### src/rtl/ps2ri_pkg.sv
package ps2ri_pkg;

    localparam int BYTE_W    = 8;
    localparam int NUM_CHANS = 2;

    // Register selector from address bits [3:2]; the order is the bus contract.
    typedef enum logic [1:0] {
        OFS_IDENT = 2'd0,   // read: identity, write: no effect
        OFS_DATA  = 2'd1,   // read: receive, write: transmit
        OFS_CTRL  = 2'd2,
        OFS_STAT  = 2'd3    // read only
    } reg_ofs_e;

    typedef struct packed {
        logic       clk_dir;
        logic       dat_dir;
        logic       diag;
        logic [2:0] spare;
        logic       loop;
        logic       enable;
    } ctrl_t;

    typedef struct packed {
        logic clk_shadow;
        logic dat_shadow;
        logic spare;
        logic merged_irq;
        logic par_err;
        logic tx_err;
        logic tx_busy;
        logic rx_nonempty;
    } stat_t;

    function automatic reg_ofs_e decode_ofs(input logic [1:0] word_sel);
        return reg_ofs_e'(word_sel);
    endfunction

endpackage

### src/rtl/ps2ri_status.sv
module ps2ri_status
    import ps2ri_pkg::*;
(
    input  logic  diag,
    input  logic  dat_dir,
    input  logic  clk_dir,
    input  logic  rx_nonempty,
    input  logic  tx_busy,
    input  logic  tx_err,
    input  logic  par_err,
    input  logic  merged_irq,
    output stat_t stat
);
    always_comb begin
        stat             = '0;
        stat.clk_shadow  = !(diag && !clk_dir);
        stat.dat_shadow  = !(diag && !dat_dir);
        stat.merged_irq  = merged_irq;
        stat.par_err     = par_err;
        stat.tx_err      = tx_err;
        stat.tx_busy     = tx_busy;
        stat.rx_nonempty = rx_nonempty;
    end
endmodule

### src/rtl/ps2ri_chan.sv
module ps2ri_chan
    import ps2ri_pkg::*;
#(
    parameter int CHAN_ID = 0
) (
    input  logic              clk,
    input  logic              rst,
    input  logic              wr_en,
    input  logic              rd_en,
    input  reg_ofs_e          ofs,
    input  logic [BYTE_W-1:0] wdata,
    input  logic              rx_valid,
    input  logic [BYTE_W-1:0] rx_data,
    input  logic              dev_irq,
    input  logic              tx_busy,
    input  logic              tx_err,
    input  logic              par_err,
    input  logic              merged_irq,
    output logic [BYTE_W-1:0] rdata,
    output logic              tx_valid,
    output logic [BYTE_W-1:0] tx_data,
    output logic              rx_ready,
    output logic              chan_irq
);
    ctrl_t             ctrl_q;
    logic [BYTE_W-1:0] lb_buf_q;
    logic              lb_full_q;
    logic              tx_valid_q;
    logic [BYTE_W-1:0] tx_data_q;
    stat_t             stat_w;

    logic wr_data, rd_data, wr_ctrl;
    assign wr_data = wr_en && (ofs == OFS_DATA);
    assign wr_ctrl = wr_en && (ofs == OFS_CTRL);
    assign rd_data = rd_en && (ofs == OFS_DATA);

    always_ff @(posedge clk) begin
        if (rst) begin
            ctrl_q     <= '0;
            lb_buf_q   <= '0;
            lb_full_q  <= 1'b0;
            tx_valid_q <= 1'b0;
            tx_data_q  <= '0;
        end else begin
            tx_valid_q <= 1'b0;
            if (wr_ctrl) begin
                ctrl_q <= ctrl_t'(wdata);
            end
            if (wr_data) begin
                if (ctrl_q.loop) begin
                    lb_buf_q  <= wdata;
                    lb_full_q <= 1'b1;
                end else begin
                    tx_valid_q <= 1'b1;
                    tx_data_q  <= wdata;
                end
            end
            if (rd_data && ctrl_q.loop) begin
                lb_full_q <= 1'b0;
            end
        end
    end

    assign tx_valid = tx_valid_q;
    assign tx_data  = tx_data_q;
    assign rx_ready = rd_data && !ctrl_q.loop && rx_valid;
    assign chan_irq = dev_irq || lb_full_q;

    ps2ri_status u_stat (
        .diag        (ctrl_q.diag),
        .dat_dir     (ctrl_q.dat_dir),
        .clk_dir     (ctrl_q.clk_dir),
        .rx_nonempty (ctrl_q.loop ? lb_full_q : rx_valid),
        .tx_busy     (tx_busy),
        .tx_err      (tx_err),
        .par_err     (par_err),
        .merged_irq  (merged_irq),
        .stat        (stat_w)
    );

    always_comb begin
        rdata = '0;
        if (rd_en) begin
            unique case (ofs)
                OFS_IDENT: rdata = BYTE_W'(CHAN_ID);
                OFS_DATA:  rdata = ctrl_q.loop ? lb_buf_q
                                 : (rx_valid ? rx_data : '0);
                OFS_CTRL:  rdata = ctrl_q;
                OFS_STAT:  rdata = stat_w;
                default:   rdata = '0;
            endcase
        end
    end
endmodule

### src/rtl/ps2_dual_regif.sv
module ps2_dual_regif
    import ps2ri_pkg::*;
#(
    parameter int ADDR_W = 8,
    localparam int LANES_W = NUM_CHANS * BYTE_W
) (
    input  logic                 clk,
    input  logic                 rst,
    input  logic                 bus_sel,
    input  logic [ADDR_W-1:0]    bus_addr,
    input  logic                 bus_wr,
    input  logic                 bus_rd,
    input  logic [BYTE_W-1:0]    bus_wdata,
    output logic [BYTE_W-1:0]    bus_rdata,
    output logic [NUM_CHANS-1:0] tx_valid,
    output logic [LANES_W-1:0]   tx_data,
    input  logic [NUM_CHANS-1:0] rx_valid,
    input  logic [LANES_W-1:0]   rx_data,
    output logic [NUM_CHANS-1:0] rx_ready,
    input  logic [NUM_CHANS-1:0] dev_irq,
    input  logic [NUM_CHANS-1:0] tx_busy,
    input  logic [NUM_CHANS-1:0] tx_err,
    input  logic [NUM_CHANS-1:0] par_err,
    output logic                 irq_out
);
    reg_ofs_e             ofs;
    logic [NUM_CHANS-1:0] chan_irq;
    logic [BYTE_W-1:0]    chan_rdata [NUM_CHANS];
    logic                 unused_addr_bits;

    assign ofs              = decode_ofs(bus_addr[3:2]);
    assign unused_addr_bits = ^{bus_addr[ADDR_W-1:4], bus_addr[1:0]};
    assign irq_out          = |chan_irq;

    for (genvar c = 0; c < NUM_CHANS; c++) begin : g_chan
        ps2ri_chan #(.CHAN_ID(c)) u_chan (
            .clk        (clk),
            .rst        (rst),
            .wr_en      (bus_wr && (bus_sel == 1'(c))),
            .rd_en      (bus_rd && (bus_sel == 1'(c))),
            .ofs        (ofs),
            .wdata      (bus_wdata),
            .rx_valid   (rx_valid[c]),
            .rx_data    (rx_data[c*BYTE_W +: BYTE_W]),
            .dev_irq    (dev_irq[c]),
            .tx_busy    (tx_busy[c]),
            .tx_err     (tx_err[c]),
            .par_err    (par_err[c]),
            .merged_irq (irq_out),
            .rdata      (chan_rdata[c]),
            .tx_valid   (tx_valid[c]),
            .tx_data    (tx_data[c*BYTE_W +: BYTE_W]),
            .rx_ready   (rx_ready[c]),
            .chan_irq   (chan_irq[c])
        );
    end

    // Each channel drives zero unless selected, so an OR merges them.
    always_comb begin
        bus_rdata = '0;
        for (int c = 0; c < NUM_CHANS; c++) begin
            bus_rdata = bus_rdata | chan_rdata[c];
        end
    end
endmodule

### config.mk
export PLATFORM = sky130hd
export DESIGN_NAME = ps2_dual_regif
export DESIGN_NICKNAME = d
export VERILOG_FILES = /design/src/rtl/ps2ri_pkg.sv /design/src/rtl/ps2ri_status.sv /design/src/rtl/ps2ri_chan.sv /design/src/rtl/ps2_dual_regif.sv
export SDC_FILE = /design/constraint.sdc
export NUM_CORES = 1
export LEC_CHECK = 0
export ABC_AREA = 1
export CORE_UTILIZATION = 45
export CTS_BUF_LIST = sky130_fd_sc_hd__clkbuf_8
export CTS_CLUSTER_SIZE = 10
export DETAILED_ROUTE_END_ITERATION = 8
export PLACE_DENSITY = 0.77
export SYNTH_ARGS = -nofsm -noshare
export SYNTH_HDL_FRONTEND = slang
export SYNTH_SLANG_ARGS = --single-unit
export TNS_END_PERCENT = 30
### constraint.sdc
create_clock -name clk -period 3.4 [get_ports clk]
set_input_delay 0.34 -clock clk [delete_from_list [all_inputs] [get_ports clk]]
set_output_delay 0.34 -clock clk [all_outputs]
set_load 0.05 [all_outputs]
==> results by group <==
Outcome
  – Status: completed

Finish
  – Number of diodes: 0
  – Layout Nets: 501
  – Share of cells above drive strength 1: 0.0396
  – Synth-to-Final Area Change: 30.9%

Routing
  – DR DRC count: 0
  – Drt first pass iters: 4
  – Via Count: 2703
  – WL/cell: 13.4 microns
  – DR vias/cell: around 5
  – DRT iter0 DRCs: 265
  – Total wire length: 7.07 mm
  – DRT antenna net count: 0

Critical path
  – RR Startpoint: g_chan[1].u_chan.ctrl_q[1]
  – Arrival time at the worst endpoint: 2.50 ns
  – CP Class: in -> out
  – Family with the most delay on the worst path: buffers and inverters
  – Cell mode on critical path: nand2_1
  – WP buf/inv: 3
  – Startpoint class of the critical path: input port
  – CP startpoint: bus_addr[2]
  – Critical-path cell with the highest stage delay: clkdlybuf4s50_1
  – Max FO, Critical Path: 6
  – Worst Path Required: 3.06 ns
  – CP endpoint kind: output port
  – Worst-path cell chain: clkdlybuf4s50_1 -> nand2_1 -> nor2_1 -> nand2_1 -> nand2_1 -> inv_1 -> nand2_1 -> clkdlybuf4s50_1
  – Critical Path Max Stage Delay: between 0.7 and 0.8 ns

STA
  – Minimum hold slack: between 0.4 and 0.5 ns
  – Worst Tran Pin Value: 0.626 ns
  – TNS Setup: 0 ns
  – RSZ-0062 raised after global routing: no
  – Slew Limit Fails: 0
  – Worst Setup Slack, final: ~0.56 ns
  – Fin. Hold Viols: 0
  – Maximum clock frequency: 352 MHz
  – Clock skew: 0.00728 ns
  – Final setup fails: 0
  – Slew headroom: 0.582
  – Final min period: between 2 and 3 ns
  – Period utilization: 0.836

Floorplan
  – I/O pin count: 76
  – Core Region: 0.00551 sq mm
  – Die area: 0.00599 sq mm
  – FP Rows: 27
  – Die Span Y: 77.4 microns
  – Chip width: a little under 80 microns
  – Starting density of the core: 0.464

Yosys
  – Synthesized cell area: 0.00256 sq mm
  – Synthesis warning total: 0
  – Avg Synthesized Cell Area: 6.47 sq um
  – Count leader, synth: nand2_1
  – Synth Flop Type: dfxtp_1
  – Unique masters post-synth: 18
  – Area contributors post-synth: dfxtp_1 41%, nand2_1 21%, a21oi_1 6.9%, nand3_1 6.5%, nor2_1 6.5%
  – Syn_nets: 442
  – Ys async rst share: 0
  – Post-synth EDFFs: 0
  – Synth top area share: 0.407
  – Largest area contributor in the synthesized netlist: dfxtp_1
  – Top cells by count, synth: 141 x nand2_1, 52 x dfxtp_1, 44 x nor2_1, 35 x a21oi_1, 33 x nand3_1
  – Post-Syn Instances: 395
  – #FFs+latches synth: between 50 and 60
  – Sequential fraction of the synthesis area: 0.407

Job
  – Max-Cap Viols: 0

Power and ir drop
  – Peak VDD IR: 219 uV
  – Leak pwr: around 1.3 nW
  – PwrDens: 359 mW/mm^2
  – Psw: 0.000336 W
  – Pwr Total: 0.00120 W
  – Clk pwr share: 0.296
  – Int Power: ~0.00087 W
  – Register share of total power: 0.520
  – Sw frac: 0.279
  – Logic pwr share: 0.184

CTS
  – CTS Hold Buffers Added: 0
  – # resized after CTS: 0
  – Num Clock Sinks: 52
  – CTS buffer count: 5
  – H-Tree Depth: 2
  – # Post-CTS Setup Buffers: 0
  – Clk slew on worst S/H paths: 0.08 ns
  – CTS tree: built
  – CTS Root Buffer Type: clkbuf_8
  – Clock Latency Late Sink: 0.31 ns
  – Clock Path Buffers: 2

GRT
  – Gr ovfl total: 0
  – Vias in the first global route: around 2400
  – Initial antenna violation count: 0
  – GRT Resource Usage Total: 0.241
  – Largest net degree at the start of global routing: 35
  – Global-route wire length before repair: 11.3 mm

Min path
  – Worst min path class: reg -> reg
  – Hold Crit Start: g_chan[1].u_chan.tx_data[6]

Place
  – DP Wirelength: 4.88 mm
  – I/O Buffers: 69
  – GPL Wtd Cong: 0.850
  – Pre-CTS setup slack: 0.584 ns
cell families after synthesis:
family | count (synthesis) | share of synthesized area
AO/OA/AOI/OAI | 61 | 0.119
flip-flops | 52 | 0.407
AND/OR/NAND/NOR | 242 | 0.400
buffers and inverters | 40 | 0.0729
state kept, by name (all words and copies together), names as in the netlist:
register,cells
g_chan.u_chan.lb_full_q,2
g_chan.u_chan.lb_buf_q,16
g_chan.u_chan.tx_valid,2
g_chan.u_chan.ctrl_q,16
g_chan.u_chan.tx_data,16
through the flow:
step                       util  cells  area (sq um)
after floorplan               -    395          2560
after global placement    0.591    519          3260
final                     0.608    527          3350
after CTS                 0.608    527          3350
after global routing      0.608    527          3350
after detailed placement  0.591    519          3260
layer usage:
metal,share of wire,up-vias,track usage
met2,0.46,92,0.388
met5,0,-,0
li1,-,1402,-
met3,0.074,10,0.0447
met1,0.44,1199,0.323
met4,0.021,0,0.0811
area by class of cell:
| cell class | count | area (sq um) |
|---|---|---|
| Clock buffer | 6 | 82.6 |
| Clock inverter | 2 | 7.51 |
| Fill cell | 542 | 2160 |
| Inverter | 18 | 67.6 |
| Multi-Input combinational cell | 303 | 1330 |
| Sequential cell | 52 | 1040 |
| Tap cell | 72 | 90.1 |
| Timing Repair Buffer | 74 | 728 |
worst register-to-register path, cell delays in order (launching register included):
cell and delay, ns:
dfxtp_1 0.32, inv_1 0.46, nand2_1 0.35, nand2_1 0.14
a21oi_1 0.07
power groups by stage:
stage	Sequential, W	Clock [W]	Combinational (W)
2_1_floorplan	0.000652	0	0.000107
3_3_place_gp	0.000640	0	0.000218
3_5_place_dp	0.000640	0	0.000219
4_1_cts	0.000626	0.000359	0.000221
5_1_grt	0.000627	0.000392	0.000238
6_report	0.000626	0.000356	0.000221
layout by cell type, fill, tap and decap left out, drive strengths merged:
cell type	netlist	final
nor2	47	47
nand4	19	19
buf	14	5
nand3	34	34
clkbuf	8	6
nand2	142	142
clkdlybuf4s50	0	69
clkinv	1	1
a21oi	35	35
dfxtp	52	52
o21ai	26	26
inv	17	19
path summary, 6_finish.rpt:
kind / to / slack [ns] / depth (start not counted)
worst max-delay path: bus_rdata[1] / 0.56 / 8
worst min-delay path: g_chan[1].u_chan.tx_data[6] / 0.46 / 2
worst max register to register: g_chan[1].u_chan.tx_data[1] / 1.95 / 4
worst min register to register: g_chan[1].u_chan.tx_data[6] / 0.46 / 2
Power figures use the tool's default switching activity.
